[src/rtl/sr_upset_harness.sv]
module sr_upset_harness #(
  parameter int STAGES      = 16,
  parameter int INV_PER_GAP = 8,
  parameter int CNT_W       = 16,
  parameter int IDX_W       = 32,
  localparam int SEL_W      = (STAGES > 1) ? $clog2(STAGES) : 1
) (
  input  logic             clk,
  input  logic             rst_n,
  input  logic             start,
  input  logic             upset_en,
  input  logic [SEL_W-1:0] upset_sel,
  output logic [CNT_W-1:0] err_count,
  output logic             err_flag,
  output logic [IDX_W-1:0] first_err_idx
);

  localparam bit LAT_ODD = (STAGES % 2) != 0;

  if (INV_PER_GAP % 2 != 0) begin : g_bad_gap
    $error("INV_PER_GAP must be even");
  end

  logic [STAGES-1:0] chain;
  logic [STAGES-1:0] chain_d;
  logic [STAGES-1:0] flip;
  logic              pat;
  logic              running;
  logic [IDX_W-1:0]  cyc;
  logic              check_en;
  logic              mismatch;

  assign chain_d[0] = pat;

  for (genvar g = 1; g < STAGES; g++) begin : g_gap
    logic [INV_PER_GAP:0] w;
    assign w[0] = chain[g-1];
    for (genvar i = 0; i < INV_PER_GAP; i++) begin : g_inv
      assign w[i+1] = ~w[i];
    end
    assign chain_d[g] = w[INV_PER_GAP];
  end

  assign flip = upset_en ? (STAGES'(1) << upset_sel) : '0;

  always_ff @(posedge clk or negedge rst_n)
    if (!rst_n) chain <= '0;
    else        chain <= chain_d ^ flip;

  always_ff @(posedge clk or negedge rst_n)
    if (!rst_n) begin
      pat     <= 1'b0;
      running <= 1'b0;
      cyc     <= '0;
    end else if (start) begin
      pat     <= 1'b0;
      running <= 1'b1;
      cyc     <= '0;
    end else if (running) begin
      pat <= ~pat;
      if (cyc != '1) cyc <= cyc + 1'b1;
    end

  assign check_en = running && !start && (cyc >= IDX_W'(STAGES));
  assign mismatch = check_en && (chain[STAGES-1] != (cyc[0] ^ LAT_ODD));

  always_ff @(posedge clk or negedge rst_n)
    if (!rst_n)                         err_count <= '0;
    else if (start)                     err_count <= '0;
    else if (mismatch && err_count != '1) err_count <= err_count + 1'b1;

  always_ff @(posedge clk or negedge rst_n)
    if (!rst_n) begin
      err_flag      <= 1'b0;
      first_err_idx <= '0;
    end else if (start) begin
      err_flag      <= 1'b0;
      first_err_idx <= '0;
    end else if (mismatch && !err_flag) begin
      err_flag      <= 1'b1;
      first_err_idx <= cyc;
    end

endmodule

[config.mk]
export PLATFORM = sky130hd
export DESIGN_NAME = sr_upset_harness
export DESIGN_NICKNAME = d
export VERILOG_FILES = /design/src/rtl/sr_upset_harness.sv
export SDC_FILE = /design/constraint.sdc
export NUM_CORES = 1
export LEC_CHECK = 0
export ABC_CLOCK_PERIOD_IN_PS = 3300
export BUFFER_PORTS_ARGS = -buffer_cell sky130_fd_sc_hd__clkbuf_2
export CAP_MARGIN = 20
export CORE_UTILIZATION = 50
export CTS_BUF_LIST = sky130_fd_sc_hd__clkbuf_2 sky130_fd_sc_hd__clkbuf_4 sky130_fd_sc_hd__clkbuf_8
export DETAILED_ROUTE_END_ITERATION = 6
export PLACE_DENSITY = 0.7
export SETUP_SLACK_MARGIN = 0.05
export SLEW_MARGIN = 10
export SYNTH_ARGS = -nofsm -noshare
export SYNTH_HDL_FRONTEND = slang
export SYNTH_SLANG_ARGS = --single-unit
[constraint.sdc]
create_clock -name clk -period 3.3 [get_ports clk]
set_input_delay 0.165 -clock clk [delete_from_list [all_inputs] [get_ports clk]]
set_output_delay 0.165 -clock clk [all_outputs]
set_load 0.05 [all_outputs]
==> results of run 1 <==
## sequential cells by signal, summed over array words and instances (netlist names)
name and cells:
cyc 32, pat 1, first_err_idx 32, err_flag 1, chain 16, err_count 16
running 1
## path summary, 6_finish.rpt
check,endpoint,cells past startpoint
worst max-delay path,cyc[14],8
worst min-delay path,chain[12],3
worst max register to register,cyc[14],8
worst min register to register,chain[3],1
max in group asynchronous,cyc[2],3
min in group asynchronous,first_err_idx[8],2
## routing by layer
metal,wire length (µm),share of wire,vias up,global-route usage
met3,409,0.042,11,0.0513
met1,4650,0.48,1758,0.278
met4,119,0.012,0,0.0667
met5,0,0,-,0
met2,4530,0.47,76,0.341
li1,-,-,1773,-
## worst max-delay path: stages (launching register included)
cell and delay (ns):
dfrtp_1 0.48, ha_1 0.23, nand3_1 0.17, nor4_2 0.41
a41oi_1 0.28, buf_4 0.25, nand4_1 0.12, xor2_1 0.16
nor2_1 0.05
## cell usage in the layout (no fill, tap or decap), types with 5 or more instances in the layout
cell type	netlist	final
and2_1	6	6
xnor2_1	8	8
dfrtp_1	99	99
nand3b_1	5	5
nand2_1	47	47
buf_4	0	8
xor2_1	47	47
and3_1	9	9
nand3_1	28	28
clkbuf_8	0	10
o21ai_0	39	39
clkbuf_2	0	55
nor2_1	59	59
or3_1	6	6
a21oi_1	8	8
nor3_1	6	6
nor4_1	9	9
nand4_1	19	19
nand2b_1	36	36
## through the flow
| step | cell area [µm²] | hold slack [ns] | power, mW | instances | worst slack, ns |
|---|---|---|---|---|---|
| finish | 5360 | 0.170 | 2.17 | 657 | 1.04 |
| global route | 5360 | 0.179 | 2.26 | 657 | 0.844 |
| detailed placement | 5140 | 0.287 | 1.42 | 640 | 0.792 |
| global placement | 5110 | 0.279 | 1.41 | 639 | 0.784 |
| floorplan | 4730 | -0.131 | 1.37 | 489 | 1.20 |
| CTS | 5350 | 0.153 | 2.20 | 656 | 0.767 |
## cells in the mapped netlist (all sizes together)
library cell / count
dfrtp: 99
nor2: 59
nand2: 47
xor2: 47
o21ai: 39
nand2b: 36
nand3: 29
nand4: 19
clkbuf: 18
nor4: 11
and3: 9
a21oi: 8
xnor2: 8
and2: 6
and4: 6
nor3: 6
or3: 6
buf: 5
nand3b: 5
inv: 4
ha: 3
nand4b: 3
nor2b: 3
a41oi: 2
mux2i: 2
o211ai: 2
or4: 2
and4b: 1
mux2: 1
nor3b: 1
o2111ai: 1
o31ai: 1
## cell families after synthesis
kind of cell    count (synthesis)  share of synthesized area
simple gates                  249                      0.276
flops                          99                      0.524
xor+xnor                       55                      0.102
compound gates                 53                     0.0613
buf+inv                        27                     0.0227
mux                             3                    0.00661
fa+ha+maj                       3                    0.00793
## power by group through the flow
stage	Combinational, mW	Sequential (mW)	Clock [mW]
2_1_floorplan	0.0645	1.30	0
3_3_place_gp	0.106	1.31	0
3_5_place_dp	0.109	1.31	0
4_1_cts	0.111	1.28	0.803
5_1_grt	0.123	1.29	0.848
6_report	0.107	1.28	0.784
## cell type report
| class | instances | area, µm² | share of cell area |
|---|---|---|---|
| Sequential cell | 99 | 2480 | 0.463 |
| Clock buffer | 11 | 145 | 0.0271 |
| Multi-Input combinational cell | 363 | 2150 | 0.402 |
| Timing Repair Buffer | 65 | 373 | 0.0696 |
| Inverter | 4 | 15.0 | 0.00280 |
| Tap cell | 111 | 139 | 0.0259 |
| Clock inverter | 4 | 51.3 | 0.00958 |
==> summary.txt, run 1 <==
Routing
  – Total wire length: 9710 µm
  – Antenna Nets Post-Route: 0
  – Vias per cell: 5.51
  – Drt drc: 0
  – Drt wl/cell: ~15 µm
  – TritonRoute pass-1 iters: 4
  – Initial drt markers: 172
  – DR vias: ~3600

Critical path
  – Reg-to-reg setup timing slack: 1.04 ns
  – Critical Path Start Type: flop
  – CP Data Required Time: 3.54 ns
  – CP Max Fanout: 10
  – Setup CP Type: flop to flop
  – R2r startpoint: cyc[0]
  – CP endpoint kind: flop
  – Critical Path Start: cyc[0]
  – Crit path DAT: 2.50 ns

STA
  – Final Hold Viols: 0
  – Period utilization: 0.686
  – Max Fclk: between 0.4 and 0.5 GHz
  – Max Transition Viols Final: 0
  – Slew @ Worst Pin: 0.752 ns
  – Crit path time final: between 2 and 2.5 ns
  – Slew margin rel.: 0.499
  – Setup TNS: 0 ns
  – Layout Skew: 0.0128 ns
  – RSZ-0062 raised after global routing: no
  – Final setup viols: 0

Place
  – DPL Wire Length: 6540 µm
  – Port Buffer Count: between 50 and 60
  – Routability cong.: between 0.8 and 0.9

Final layout
  – Final core utilization: 0.582
  – Final #Nets: 553
  – Area delta synth->final: 13.2%
  – Filler instances: approximately 810
  – N_diodes: 0
  – Share of layout cells above drive strength 1: 0.159

Power
  – Combinational group share of total power: 0.049
  – Switching Power: about 0.5 mW
  – Clock group share of total power: 0.361
  – Pwr/cell area: between 400 and 500 mW/mm²
  – Internal: approximately 1.7 mW
  – Sequential share of power: 0.590
  – P_leak: between 2 and 2.5 nW
  – Sw Share: 0.229
  – VDD IR max: 0.000240 V

Clock network
  – H-tree depth: 3
  – Post-cts hold buffer count: 1
  – Worst-skew pair later-pin latency: 0.36 ns
  – Clock tree sinks: 99
  – CTS resizes: 0
  – Longest Clk Path Bufs: 2
  – Clock slew at reported path FFs: 0.09 ns
  – CTS Buf Count: 9
  – Root buf cell: clkbuf_8
  – Setup Buffers After CTS: 0
  – CTS tree: done

Synth
  – Post-Syn Instances: 489
  – Yosys cell types: 36
  – Synth area leaders: dfrtp_1, xor2_1, nand2b_1
  – Post-Synthesis Net Count: 500
  – Synthesized area per cell: 9.68 µm²
  – Number of synthesized register bits: 99
  – Syn Std Cell Area: 0.00473 mm²
  – Area share of the leading cell type in the synthesized netlist: 0.524
  – Synth warn: 0
  – Seq/Total Area, Yosys: 0.524
  – Yosys top cell by area: dfrtp_1

GRT
  – Total gr overflow: 0
  – Largest net degree at the start of global routing: 61
  – Number of global-route vias before repair: 3570
  – Global-route wire length before repair: between 15000 and 20000 µm
  – Initial antenna violation count: 0
  – GRT Total Usage: 0.210

Flow run
  – # Max-Cap Violations: 0

Die
  – Die area: 0.00986 mm²
  – Chip height: 99.3 µm
  – Die X: 99.3 µm
  – Starting Density: 0.515
  – Core Area: roughly 0.0092 mm²
  – FP Rows: 35
  – # IOs: 57

Min path
  – Worst min path class: primary input to flop
  – Min-delay src: upset_sel[3]

Outcome
  – Status: complete, no violations
(Power assumes the default switching activity.)
==> inputs of run 2 (changes only) <==
--- a/config.mk
+++ b/config.mk
@@ -5,13 +5,13 @@
 export SDC_FILE = /design/constraint.sdc
 export NUM_CORES = 1
 export LEC_CHECK = 0
-export ABC_CLOCK_PERIOD_IN_PS = 3300
+export ABC_CLOCK_PERIOD_IN_PS = 1820
 export BUFFER_PORTS_ARGS = -buffer_cell sky130_fd_sc_hd__clkbuf_2
 export CAP_MARGIN = 20
 export CORE_UTILIZATION = 50
 export CTS_BUF_LIST = sky130_fd_sc_hd__clkbuf_2 sky130_fd_sc_hd__clkbuf_4 sky130_fd_sc_hd__clkbuf_8
 export DETAILED_ROUTE_END_ITERATION = 6
-export PLACE_DENSITY = 0.7
+export PLACE_DENSITY = 0.73
 export SETUP_SLACK_MARGIN = 0.05
 export SLEW_MARGIN = 10
 export SYNTH_ARGS = -nofsm -noshare
==> constraint.sdc (replaced) <==
create_clock -name clk -period 1.82 [get_ports clk]
set_input_delay 0.091 -clock clk [delete_from_list [all_inputs] [get_ports clk]]
set_output_delay 0.091 -clock clk [all_outputs]
set_load 0.05 [all_outputs]
==> summary.txt, run 2 (synthesis results as in run 1) <==
STA
  – Slew @ Worst Pin: 0.760 ns
  – Final Hold Viols: 0
  – Max Fclk: 0.471 GHz
  – RSZ-0062 raised after global routing: yes
  – Slew margin rel.: 0.494
  – Max Transition Viols Final: 0
  – Worst setup margin: -0.303 ns
  – Period utilization: 1.17
  – Crit path time final: 2.12 ns
  – Final setup viols: 81
  – Layout Skew: 0.0135 ns

Final layout
  – Share of layout cells above drive strength 1: 0.405
  – Biggest regs: cyc x32, first_err_idx x32
  – Final #Nets: 646
  – Non-filler instance count after layout: 750
  – FF+latch area: 0.00249 mm²
  – Final core utilization: 0.724
  – Most frequent cells in the layout: dfrtp_1, buf_4, nor2_1
  – N_diodes: 0
  – Filler instances: 633
  – Most common cell after layout, fill and taps aside: dfrtp_1
  – Area delta synth->final: 40.7%
  – Area taken by multi-input logic gates: around 0.0027 mm²

Flow run
  – # Max-Cap Violations: 0

Routing
  – Drt wl/cell: 18.5 µm
  – TritonRoute pass-1 iters: 5
  – Vias per cell: 5.78
  – Initial drt markers: 260
  – Drt drc: 0
  – Antenna Nets Post-Route: 0
  – DR vias: 4334
  – Total wire length: 13800 µm

Power
  – VDD IR max: 0.000455 V
  – Pwr/cell area: roughly 630 mW/mm²
  – P_leak: just under 3 nW

Critical path
  – Setup CP Type: flop to flop
  – CP Data Required Time: 2.04 ns
  – R2r endpoint: err_count[8]
  – R2r startpoint: cyc[28]
  – CP Max Fanout: 8
  – Critical Path Start Type: flop
  – CP endpoint kind: flop
  – Reg-to-reg setup timing slack: -0.30 ns
  – R2R cell count: 8
  – Crit path DAT: around 2.4 ns
  – Critical Path Start: cyc[28]

Min path
  – Hold EP: chain[12]
  – Hold-critical path depth: 3
  – Worst min path class: primary input to flop
  – Min-delay src: upset_sel[3]

GRT
  – Number of global-route vias before repair: 4290
  – Largest net degree at the start of global routing: 79
  – Global-route wire length before repair: 21600 µm
  – Initial antenna violation count: 0
  – Total gr overflow: 0
  – GRT Total Usage: 0.283

Die
  – Core Area: 0.00920 mm²
  – Die X: 99.3 µm
  – Chip height: approximately 99 µm
  – FP Rows: 35
  – Starting Density: 0.515
  – Die area: 0.00986 mm²
  – # IOs: 57

Outcome
  – Failing checks: setup timing
  – Status: complete, but fails checks

Clock network
  – CTS Buf Count: 9
  – H-tree depth: 3
  – Longest Clk Path Bufs: 2
  – Clock slew at reported path FFs: approximately 0.090 ns
  – CTS tree: done
  – Root buf cell: clkbuf_8
  – Clock tree sinks: 99
  – Worst-skew pair later-pin latency: 0.37 ns

Place
  – Port Buffer Count: 56
  – Cells after DPL: 698
  – Routability cong.: 0.796
  – DPL Wire Length: 7330 µm
## run 2: cell count changes in the layout (fill, tap and decap cells not counted), moves of 7 or more
cell,before,now
buf_4,8,66
buf_6,0,27
dfrtp_1,99,88
dfrtp_2,0,11
nand2_1,47,39
nand3_1,28,9
nand3_2,1,16
nor2b_4,1,8
nor4_1,9,2
o21ai_0,39,6
o21ai_1,0,22
o21ai_2,0,11
## run 2: critical path: stages (launching register included)
cell and delay (ns):
dfrtp_1 0.42, nor4_2 0.43, and4_4 0.31, a41oi_4 0.18
buf_8 0.22, buf_6 0.12, nand4_1 0.09, xor2_1 0.15
nor2_1 0.06
## run 2: power by group
part / switching, mW / internal [mW] / leakage [nW]
Sequential: 0.0417 / 2.28 / 1.33
Clock: 0.775 / 0.843 / 0.115
Combinational: 0.137 / 0.0951 / 1.51
## run 2: final cells by class
class,instances,area share
multi-input combinational,370,0.401
clock buffer,11,0.0227
tap,111,0.0209
inverter,4,0.00226
sequential,99,0.374
clock inverter,4,0.0111
timing repair buffer,151,0.168
## run 2: routing by layer
layer / wire length, µm / vias up / global-route usage
met2: 6800 / 195 / 0.458
met5: 0 / - / 0
met3: 763 / 51 / 0.0506
li1: - / 1965 / -
met4: 592 / 0 / 0.147
met1: 5690 / 2123 / 0.365
## run 2: per-stage QoR
stage	setup WS [ns]	power [mW]	setup TNS, ns	area (µm²)	hold slack, ns
2_1_floorplan	-0.0596	2.48	-0.199	4820	-0.205
3_3_place_gp	-0.371	2.58	-16.06	5650	0.0673
3_5_place_dp	-0.550	2.58	-22.44	5650	0.0752
4_1_cts	-0.159	4.17	-4.82	6340	0.0772
5_1_grt	-0.345	4.31	-20.78	6660	0.0877
6_report	-0.303	4.17	-16.59	6660	0.0897
## run 2: worst max-delay path by stage
stage / cells past startpoint / slack [ns] / end
6_report: 8 / -0.30 / err_count[8]
5_1_grt: 10 / -0.35 / cyc[10]
4_1_cts: 7 / -0.16 / cyc[31]
3_5_place_dp: 5 / -0.55 / first_err_idx[2]
3_3_place_gp: 5 / -0.37 / first_err_idx[28]
2_1_floorplan: 7 / -0.06 / cyc[31]
## run 2: repair_timing
item,4_1_cts,5_1_grt
resized for setup,84,56
hold endpoints to repair,32,0
setup endpoints to repair,80,82
cloned,7,0
pin swaps,90,46
buffers inserted,20,11
hold buffers,1,0
==> inputs of run 3 (changes only) <==
--- a/config.mk
+++ b/config.mk
@@ -11,6 +11,7 @@
 export CORE_UTILIZATION = 50
 export CTS_BUF_LIST = sky130_fd_sc_hd__clkbuf_2 sky130_fd_sc_hd__clkbuf_4 sky130_fd_sc_hd__clkbuf_8
 export DETAILED_ROUTE_END_ITERATION = 6
+export GPL_TIMING_DRIVEN = 0
 export PLACE_DENSITY = 0.73
 export SETUP_SLACK_MARGIN = 0.05
 export SLEW_MARGIN = 10
==> summary.txt, run 3 (synthesis results as in run 1) <==
Clock network
  – Root buf cell: clkbuf_8
  – CTS Buf Count: 9
  – CTS tree: done
  – H-tree depth: 3
  – Clock slew at reported path FFs: 0.10 ns
  – Clock tree sinks: 99
  – Longest Clk Path Bufs: 2
  – Worst-skew pair later-pin latency: 0.37 ns

STA
  – Crit path time final: 2.16 ns
  – Max Transition Viols Final: 0
  – Max Fclk: 0.462 GHz
  – Period utilization: 1.19
  – Layout Skew: 0.0112 ns
  – Final setup viols: 81
  – Setup TNS: -15.58 ns
  – Slew margin rel.: 0.473
  – Slew @ Worst Pin: 0.790 ns
  – Worst setup margin: -0.345 ns
  – RSZ-0062 raised after global routing: yes
  – Final Hold Viols: 0

Final layout
  – Final core utilization: 0.719
  – Filler instances: 601
  – Most common cell after layout, fill and taps aside: dfrtp_1
  – Share of layout cells above drive strength 1: 0.435
  – N_diodes: 0
  – Biggest regs: cyc x32, first_err_idx x32
  – Most frequent cells in the layout: dfrtp_1, nor2_1, clkbuf_2
  – Final #Nets: 622
  – Area delta synth->final: 39.7%

GRT
  – Largest net degree at the start of global routing: 100
  – Total gr overflow: 0
  – Global-route wire length before repair: 19900 µm
  – Initial antenna violation count: 0
  – GRT Total Usage: 0.257
  – Number of global-route vias before repair: 4082

Critical path
  – Reg-to-reg setup timing slack: -0.34 ns
  – Critical Path Start Type: flop
  – Worst-path cell chain: nand4_1 > nor4_4 > buf_4 > a41oi_4 > buf_6 > nand4_1 > xor2_1 > nor2_1
  – Crit path DAT: 2.41 ns
  – Setup CP Type: flop to flop
  – CP Data Required Time: around 2.1 ns
  – Critical-path top delay cell: dfrtp_1
  – Max stage delay on crit path: 0.45 ns
  – CP Max Fanout: 5
  – Most frequent cell on the critical path: nand4_1
  – CP endpoint kind: flop

Min path
  – Worst min path class: primary input to flop

Routing
  – Total wire length: 13600 µm
  – TritonRoute pass-1 iters: 4
  – DR vias: 4251
  – Drt drc: 0
  – Drt wl/cell: 18.7 µm
  – Initial drt markers: 289
  – Antenna Nets Post-Route: 0
  – Vias per cell: 5.85

Power
  – P_leak: 2.92 nW
  – Pwr/cell area: roughly 630 mW/mm²
  – VDD IR max: ~0.00045 V

Die
  – Die area: 0.00986 mm²
  – Starting Density: 0.515
  – # IOs: 57
  – Die X: 99.3 µm
  – Core Area: 0.00920 mm²
  – Chip height: 99.3 µm
  – FP Rows: 35

Place
  – Port Buffer Count: 54
  – DPL Wire Length: 6910 µm
  – Routability cong.: 0.858

Flow run
  – # Max-Cap Violations: 0

Outcome
  – Failing checks: setup timing
  – Status: complete, but fails checks
-- run 3: power by group --
part / internal [mW] / total [mW] / switching (mW)
registers: 2.28 / 2.33 / 0.0484
clock network: 0.815 / 1.58 / 0.766
logic: 0.0899 / 0.230 / 0.140
-- run 3: area by class of cell --
type / instances / area (µm²) / share of cell area
Tap cell: 111 / 139 / 0.0210
Clock inverter: 6 / 87.6 / 0.0132
Timing Repair Buffer: 112 / 811 / 0.123
Sequential cell: 99 / 2510 / 0.380
Buffer: 22 / 224 / 0.0339
Clock buffer: 10 / 138 / 0.0208
Inverter: 4 / 15.0 / 0.00227
Multi-Input combinational cell: 363 / 2680 / 0.406
-- run 3: final timing paths --
check | from | end | cells past startpoint
setup / recovery | cyc[21] | cyc[10] | 8
hold / removal | upset_sel[1] | chain[0] | 4
setup reg to reg | cyc[21] | cyc[10] | 8
hold reg to reg | chain[6] | chain[7] | 1
max in group asynchronous | rst_n | err_count[10] | 2
min in group asynchronous | rst_n | first_err_idx[9] | 2
-- run 3: layer usage --
layer	track usage	wire length [µm]	share of wire
met1	0.338	5670	0.42
met2	0.417	6680	0.49
met3	0.0485	672	0.050
met4	0.117	539	0.040
met5	0	0	0
-- run 3: critical path, delay by kind of cell, from the launching register on --
family	cells	cell delay (ns)
compound gates	1	0.18
xor+xnor	1	0.20
buf+inv	2	0.39
flops	1	0.45
simple gates	4	0.83
-- run 3: repair_timing --
action / 4_1_cts / 5_1_grt
pin swaps: 50 / 48
gates cloned: 7 / 1
buffers inserted: 37 / 12
resized for setup: 129 / 81
hold endpoints to repair: 99 / 0
setup endpoints to repair: 81 / 81
hold buffers: 1 / 0
-- run 3: metrics by stage --
stage / hold slack (ns) / total power, mW / worst slack [ns] / cell area (µm²) / std cells
after global placement: 0.427 / 2.56 / -0.732 / 5230 / 654
after detailed placement: 0.227 / 2.57 / -0.372 / 5240 / 654
after global routing: 0.135 / 4.27 / -0.393 / 6610 / 727
after CTS: 0.0811 / 4.13 / -0.115 / 6200 / 715
final: 0.127 / 4.14 / -0.345 / 6610 / 727
after floorplan: -0.205 / 2.48 / -0.0596 / 4820 / 489
